**src/rtl/tick_timer_pkg.sv**
```systemverilog
package tick_timer_pkg;
    localparam int BUS_W = 32;

    // word indices within the register window
    localparam logic [3:0] WI_CTRL = 4'd0;
    localparam logic [3:0] WI_PRE  = 4'd1;
    localparam logic [3:0] WI_STAT = 4'd2;
    localparam logic [3:0] WI_CNT  = 4'd9;

    // control field positions
    localparam int CB_EN   = 0;
    localparam int CB_SRC  = 6;
    localparam int CB_FR   = 9;
    localparam int CB_OEN  = 10;
    localparam int CB_SRST = 15;

    // prescaler and status field positions
    localparam int PB_MAIN = 0;
    localparam int PB_OSC  = 12;
    localparam int SB_ROLL = 5;

    // source codes
    localparam logic [2:0] SRC_BUS  = 3'b001;
    localparam logic [2:0] SRC_SLOW = 3'b100;
    localparam logic [2:0] SRC_OSC  = 3'b101;

    typedef enum logic {ST_RUN, ST_SRST} ctl_state_e;
endpackage

```
**src/rtl/tick_timer_ctl.sv**
```systemverilog
module tick_timer_ctl
    import tick_timer_pkg::*;
#(
    parameter int SRST_CYC = 4
) (
    input  logic clk,
    input  logic rst_n,
    input  logic ctrl_wr,
    input  logic srst_bit,
    output logic srst_req,
    output logic busy
);
    localparam int HW = (SRST_CYC > 1) ? $clog2(SRST_CYC) : 1;
    localparam logic [HW-1:0] HOLD_LAST = HW'(SRST_CYC - 1);

    ctl_state_e state_q, state_d;
    logic [HW-1:0] hold_q;

    // state register
    always_ff @(posedge clk or negedge rst_n) begin
        if (!rst_n) begin
            state_q <= ST_RUN;
            hold_q  <= '0;
        end else begin
            state_q <= state_d;
            if (state_q == ST_SRST) hold_q <= hold_q + 1'b1;
            else                    hold_q <= '0;
        end
    end

    // next state
    always_comb begin
        state_d = state_q;
        unique case (state_q)
            ST_RUN:  if (ctrl_wr && srst_bit) state_d = ST_SRST;  // RUN_TO_SRST
            ST_SRST: if (hold_q == HOLD_LAST) state_d = ST_RUN;   // SRST_TO_RUN
            default: state_d = ST_RUN;
        endcase
    end

    // outputs
    always_comb begin
        srst_req = 1'b0;
        busy     = 1'b0;
        unique case (state_q)
            ST_RUN:  srst_req = ctrl_wr && srst_bit;
            ST_SRST: busy = 1'b1;
            default: ;
        endcase
    end
endmodule

```
**src/rtl/tick_timer_src.sv**
```systemverilog
module tick_timer_src
    import tick_timer_pkg::*;
#(
    parameter int OSC_W = 4
) (
    input  logic             clk,
    input  logic             rst_n,
    input  logic             clr,
    input  logic             en,
    input  logic [2:0]       src,
    input  logic             osc_en,
    input  logic [OSC_W-1:0] osc_div,
    input  logic             tick_slow,
    input  logic             tick_osc,
    output logic             raw_tick
);
    logic [OSC_W-1:0] osc_cnt_q;
    logic osc_adv, osc_hit;

    assign osc_adv = en && (src == SRC_OSC) && osc_en && tick_osc;
    assign osc_hit = osc_adv && (osc_cnt_q == osc_div);

    always_ff @(posedge clk or negedge rst_n) begin
        if (!rst_n)        osc_cnt_q <= '0;
        else if (clr)      osc_cnt_q <= '0;
        else if (osc_hit)  osc_cnt_q <= '0;
        else if (osc_adv)  osc_cnt_q <= osc_cnt_q + 1'b1;
    end

    always_comb begin
        unique case (src)
            SRC_BUS:  raw_tick = 1'b1;
            SRC_SLOW: raw_tick = tick_slow;
            SRC_OSC:  raw_tick = osc_hit;
            default:  raw_tick = 1'b0;
        endcase
    end
endmodule

```
**src/rtl/tick_timer_div.sv**
```systemverilog
module tick_timer_div #(
    parameter int DIV_W = 12
) (
    input  logic             clk,
    input  logic             rst_n,
    input  logic             clr,
    input  logic             en,
    input  logic             raw_tick,
    input  logic [DIV_W-1:0] div,
    output logic             cnt_tick
);
    logic [DIV_W-1:0] pcnt_q;
    logic adv;

    assign adv      = en && raw_tick;
    assign cnt_tick = adv && (pcnt_q == div);

    always_ff @(posedge clk or negedge rst_n) begin
        if (!rst_n)        pcnt_q <= '0;
        else if (clr)      pcnt_q <= '0;
        else if (cnt_tick) pcnt_q <= '0;
        else if (adv)      pcnt_q <= pcnt_q + 1'b1;
    end
endmodule

```
**src/rtl/tick_timer.sv**
```systemverilog
module tick_timer
    import tick_timer_pkg::*;
#(
    parameter int              CNT_W      = 32,
    parameter logic [CNT_W-1:0] RESTART_AT = {CNT_W{1'b1}},
    parameter int              MAIN_W     = 12,
    parameter int              OSC_W      = 4,
    parameter int              SRST_CYC   = 4,
    parameter int              ADDR_W     = 6
) (
    input  logic              clk,
    input  logic              rst_n,
    input  logic              bus_wr,
    input  logic              bus_rd,
    input  logic [ADDR_W-1:0] bus_addr,
    input  logic [31:0]       bus_wdata,
    output logic [31:0]       bus_rdata,
    input  logic              tick_slow,
    input  logic              tick_osc
);
    localparam logic [CNT_W-1:0] CNT_MAX = {CNT_W{1'b1}};

    logic [3:0] widx;
    logic       ctrl_hit, ctrl_wr, pre_wr, stat_wr;
    logic       srst_req, busy;

    logic             ctrl_en, ctrl_fr, ctrl_oen;
    logic [2:0]       ctrl_src;
    logic [MAIN_W-1:0] main_div;
    logic [OSC_W-1:0]  osc_div;
    logic             flag_q;
    logic [CNT_W-1:0] count_q;

    logic div_clr, sub_clr, raw_tick, cnt_tick, wrap;
    logic [2:0] new_src;

    assign widx     = 4'(bus_addr[ADDR_W-1:2]);
    assign ctrl_hit = bus_wr && (widx == WI_CTRL);
    assign ctrl_wr  = ctrl_hit && !busy;
    assign pre_wr   = bus_wr && (widx == WI_PRE) && !busy;
    assign stat_wr  = bus_wr && (widx == WI_STAT) && !busy;
    assign new_src  = bus_wdata[CB_SRC +: 3];

    tick_timer_ctl #(.SRST_CYC(SRST_CYC)) u_ctl (
        .clk      (clk),
        .rst_n    (rst_n),
        .ctrl_wr  (ctrl_hit),
        .srst_bit (bus_wdata[CB_SRST]),
        .srst_req (srst_req),
        .busy     (busy)
    );

    // restart the dividers on enable rise or source change
    assign div_clr = ctrl_wr && !bus_wdata[CB_SRST] &&
                     ((bus_wdata[CB_EN] && !ctrl_en) || (new_src != ctrl_src));
    assign sub_clr = div_clr || srst_req;

    tick_timer_src #(.OSC_W(OSC_W)) u_src (
        .clk       (clk),
        .rst_n     (rst_n),
        .clr       (sub_clr),
        .en        (ctrl_en),
        .src       (ctrl_src),
        .osc_en    (ctrl_oen),
        .osc_div   (osc_div),
        .tick_slow (tick_slow),
        .tick_osc  (tick_osc),
        .raw_tick  (raw_tick)
    );

    tick_timer_div #(.DIV_W(MAIN_W)) u_div (
        .clk      (clk),
        .rst_n    (rst_n),
        .clr      (sub_clr),
        .en       (ctrl_en),
        .raw_tick (raw_tick),
        .div      (main_div),
        .cnt_tick (cnt_tick)
    );

    // control and prescaler fields
    always_ff @(posedge clk or negedge rst_n) begin
        if (!rst_n) begin
            ctrl_en  <= 1'b0;
            ctrl_fr  <= 1'b0;
            ctrl_oen <= 1'b0;
            ctrl_src <= '0;
            main_div <= '0;
            osc_div  <= '0;
        end else if (srst_req) begin
            ctrl_en  <= 1'b0;
            ctrl_fr  <= 1'b0;
            ctrl_oen <= 1'b0;
            ctrl_src <= '0;
            main_div <= '0;
            osc_div  <= '0;
        end else begin
            if (ctrl_wr) begin
                ctrl_en  <= bus_wdata[CB_EN];
                ctrl_fr  <= bus_wdata[CB_FR];
                ctrl_oen <= bus_wdata[CB_OEN];
                ctrl_src <= new_src;
            end
            if (pre_wr) begin
                main_div <= bus_wdata[PB_MAIN +: MAIN_W];
                osc_div  <= bus_wdata[PB_OSC +: OSC_W];
            end
        end
    end

    // counter and rollover flag
    assign wrap = cnt_tick &&
                  ((count_q == CNT_MAX) || (!ctrl_fr && (count_q == RESTART_AT)));

    always_ff @(posedge clk or negedge rst_n) begin
        if (!rst_n)        count_q <= '0;
        else if (srst_req) count_q <= '0;
        else if (wrap)     count_q <= '0;
        else if (cnt_tick) count_q <= count_q + 1'b1;
    end

    always_ff @(posedge clk or negedge rst_n) begin
        if (!rst_n)                               flag_q <= 1'b0;
        else if (srst_req)                        flag_q <= 1'b0;
        else if (wrap)                            flag_q <= 1'b1;
        else if (stat_wr && bus_wdata[SB_ROLL])   flag_q <= 1'b0;
    end

    // registered read port
    always_ff @(posedge clk or negedge rst_n) begin
        if (!rst_n) begin
            bus_rdata <= '0;
        end else if (bus_rd) begin
            bus_rdata <= '0;
            unique case (widx)
                WI_CTRL: begin
                    bus_rdata[CB_EN]      <= ctrl_en;
                    bus_rdata[CB_SRC +: 3] <= ctrl_src;
                    bus_rdata[CB_FR]      <= ctrl_fr;
                    bus_rdata[CB_OEN]     <= ctrl_oen;
                    bus_rdata[CB_SRST]    <= busy;
                end
                WI_PRE: begin
                    bus_rdata[PB_MAIN +: MAIN_W] <= main_div;
                    bus_rdata[PB_OSC +: OSC_W]   <= osc_div;
                end
                WI_STAT: bus_rdata[SB_ROLL] <= flag_q;
                WI_CNT:  bus_rdata <= 32'(count_q);
                default: ;
            endcase
        end
    end
endmodule

```
**config.mk**
```make
export PLATFORM = sky130hd
export DESIGN_NAME = tick_timer
export DESIGN_NICKNAME = d
export VERILOG_FILES = /design/src/rtl/tick_timer_pkg.sv /design/src/rtl/tick_timer_ctl.sv /design/src/rtl/tick_timer_src.sv /design/src/rtl/tick_timer_div.sv /design/src/rtl/tick_timer.sv
export SDC_FILE = /design/constraint.sdc
export NUM_CORES = 1
export LEC_CHECK = 0
export BUFFER_PORTS_ARGS = -buffer_cell sky130_fd_sc_hd__buf_2
export CELL_PAD_IN_SITES_DETAIL_PLACEMENT = 1
export CELL_PAD_IN_SITES_GLOBAL_PLACEMENT = 2
export CORE_MARGIN = 2
export CORE_UTILIZATION = 36
export DETAILED_ROUTE_END_ITERATION = 8
export PLACE_DENSITY_LB_ADDON = 0.05
export SYNTH_ARGS = -nofsm -noshare
export SYNTH_HDL_FRONTEND = slang
export SYNTH_SLANG_ARGS = --single-unit
```
**constraint.sdc**
```tcl
create_clock -name clk -period 2.8 [get_ports clk]
set_clock_uncertainty 0.2 [all_clocks]
set_input_delay 0.14 -clock clk [delete_from_list [all_inputs] [get_ports clk]]
set_output_delay 0.14 -clock clk [all_outputs]
set_load 0.01 [all_outputs]
```
==> results.tsv <==
metric	value	unit
crit start category	flop	
Clock Tree Root	clkbuf_16	
Clock power frac	0.345	
worst rel slew slack	0.568	
fin area	6490	sq um
CP arrival	2.57	ns
Hold Crit Class	in2reg	
via count	4675	
die area	16000	sq um
initial antenna violation count	0	
Int Power	2.71	mW
fraction of registers with async set/reset	1.00	
port buffer count	57	
fmax	396	MHz
total track usage	0.204	
Post-synth EDFFs	0	
first-pass GRT wire length	26.2	mm
H-tree Lvls	3	
share of layout cells above drive strength 1	0.177	
crit path max fanout	20	
CTS buffer count	9	
ys flop type	dfrtp_1	
Post-CTS Resized	0	
Least-Margin Pin Slew	0.648	ns
Tmin final	2.53	ns
RePlAce Congestion	0.829	
final hold vios	0	
Via density	5.50	
required time worst endpoint	2.84	ns
synthesis-to-layout area growth	20.0	%
starting density of the core	0.371	
Layout Nets	709	
pins over their slew limit	0	
Reg power frac	0.500	
combinational share of power	0.155	
WP buf/inv	1	
DR WL/cell	18.3	microns
largest net degree at the start of global routing	48	
clk buf depth	2	
clock sink count	106	
WL met1	7.09	mm
met2 wire len	7.71	mm
Netlist cell types	54	
highest metal used	met4	
Mapped Nets	626	
sequential area share after synthesis	0.490	
Cell Pwr Density	592	nW/um^2
Rows	44	
max_cap viols	0	
# diodes	0	
ANT nets after route	0	
largest delay contributor family on the critical path	simple AND/OR/NAND/NOR gates	
# IOs	76	
critical path's slowest cell	or4b_1	
CP Capture Type	flop	
Die Wd	127	microns
Finish-stage setup viols	0	
commonest non-fill, non-tap cell in the layout	dfrtp_1	
CP Class	reg2reg	
met3 WL	584	microns
Remaining DRCs	0	
CTS tree	built	
peak supply drop	0.306	mV
RSZ-0062 raised after global routing	no	
final core utilization	0.445	
initial drt markers	258	
clk slew on worst S/H paths	0.07	ns
Ys Warns	0	
status	finished, final reports clean	
Tcrit/Tclk final	0.903	
Cell Chain, Critical Path	xor2_1 > nor4_4 > a21oi_1 > or4b_1 > nand2_2 > buf_12 > o31ai_1	
final WL	15.6	mm
register bit total from synthesis	106	
Core Region	14600	sq um
Total Neg Setup Slack	0	ns
most frequent cells in the layout	dfrtp_1 (106), nand2_1 (61), buf_2 (56)	
slowest stage delay, CP	0.58	ns
NetSw	1.13	mW
Filler cells	1693	
vias in the first global route	4995	
synthesized area	5410	sq um
placed instance area	6030	sq um
Avg Cell Area, Syn	9.36	sq um
total gr overflow	0	
DP HPWL	11.2	mm
die height	127	microns
Worst-Skew Late Latency	0.35	ns
P_leak	2.84	nW
1st-pass router iterations	4	
Net Sw Frac	0.294	
Mapped Cells	578	
## synth_stat cells, types with 5 or more instances
cell type / count / share of area
a211oi_1: 5 / 0.0069
or3_1: 14 / 0.016
a21oi_1: 53 / 0.049
dfrtp_1: 106 / 0.49
a222oi_1: 7 / 0.013
o21ai_0: 40 / 0.037
nor2_1: 40 / 0.028
xnor2_1: 21 / 0.034
nand4_1: 20 / 0.023
and3_1: 8 / 0.0093
a22oi_1: 9 / 0.012
clkbuf_1: 18 / 0.012
nor3_1: 10 / 0.0093
inv_1: 32 / 0.022
nand2_1: 61 / 0.042
and2_1: 8 / 0.0093
nand3_1: 36 / 0.033
o22ai_1: 7 / 0.0081
xor2_1: 17 / 0.028
## kinds of logic after synthesis
| family | after synthesis | synth area share |
|---|---|---|
| multiplexers | 2 | 0.00393 |
| AND/OR/NAND/NOR | 231 | 0.232 |
| XOR/XNOR | 38 | 0.0615 |
| AO/OA/AOI/OAI | 138 | 0.157 |
| buffers and inverters | 59 | 0.0463 |
| adder cells (fa/ha/maj) | 4 | 0.00925 |
| flip-flops | 106 | 0.490 |
## through the flow
stage / power (mW) / setup slack (ns) / hold slack (ns) / instances
4_1_cts: 3.90 / 0.285 / 0.0152 / 850
2_1_floorplan: 2.29 / 0.361 / -0.356 / 578
6_report: 3.84 / 0.273 / 0.0221 / 850
3_3_place_gp: 2.51 / 0.314 / 0.0203 / 818
3_5_place_dp: 2.54 / 0.298 / 0.0152 / 818
5_1_grt: 4.05 / 0.113 / 0.0429 / 850
## worst reg2reg max path, cell delays in order, from the launching register on
cell and delay [ns]:
dfrtp_1 0.43, xor2_1 0.20, nor4_4 0.44, a21oi_1 0.18, or4b_1 0.58, nand2_2 0.13, buf_12 0.18, o31ai_1 0.09
## worst paths after layout
check / cells after the start / to / slack (ns) / start
max: 7 / count_q[31] / 0.27 / u_src.osc_cnt_q[1]
min: 3 / bus_rdata[5] / 0.02 / bus_addr[4]
max reg2reg: 7 / count_q[31] / 0.27 / u_src.osc_cnt_q[1]
min reg2reg: 1 / u_ctl.hold_q[0] / 0.23 / u_ctl.hold_q[0]
max in group asynchronous: 3 / u_div.pcnt_q[10] / 1.47 / rst_n
min in group asynchronous: 2 / bus_rdata[18] / 0.14 / rst_n
## timing repair
action | CTS | global route
buffers inserted | 0 | 0
hold endpoints to repair | 66 | 0
hold buffers | 16 | 0
## area by class of cell
type | count | area [sq um] | share of cell area
Tap cell | 184 | 230 | 0.0355
Timing Repair Buffer | 99 | 668 | 0.103
Clock inverter | 5 | 52.6 | 0.00809
Clock buffer | 11 | 253 | 0.0389
Multi-Input combinational cell | 413 | 2520 | 0.388
Inverter | 32 | 120 | 0.0185
Sequential cell | 106 | 2650 | 0.408
## power by group through the flow
stage | clock (mW) | combinational, mW | sequential (mW)
after floorplan | 0 | 0.411 | 1.87
after global placement | 0 | 0.564 | 1.95
after detailed placement | 0 | 0.585 | 1.95
after CTS | 1.37 | 0.605 | 1.92
after global routing | 1.42 | 0.678 | 1.95
final | 1.33 | 0.595 | 1.92
## state kept, by name (all words and copies together), names as in the netlist
signal and count:
ctrl_src 3, u_src.osc_cnt_q 4, u_ctl.state_q 1, ctrl_fr 1, ctrl_en 1, ctrl_oen 1
u_ctl.hold_q 2, u_div.pcnt_q 12, count_q 32, bus_rdata 32, main_div 12, osc_div 4
flag_q 1
## per-layer routing
metal  vias up  GRT usage
li1       2223          -
met1      2362      0.268
met2        76      0.356
met3        14     0.0266
met4         0     0.0562
met5         -          0
Power figures use the tool's default switching activity.
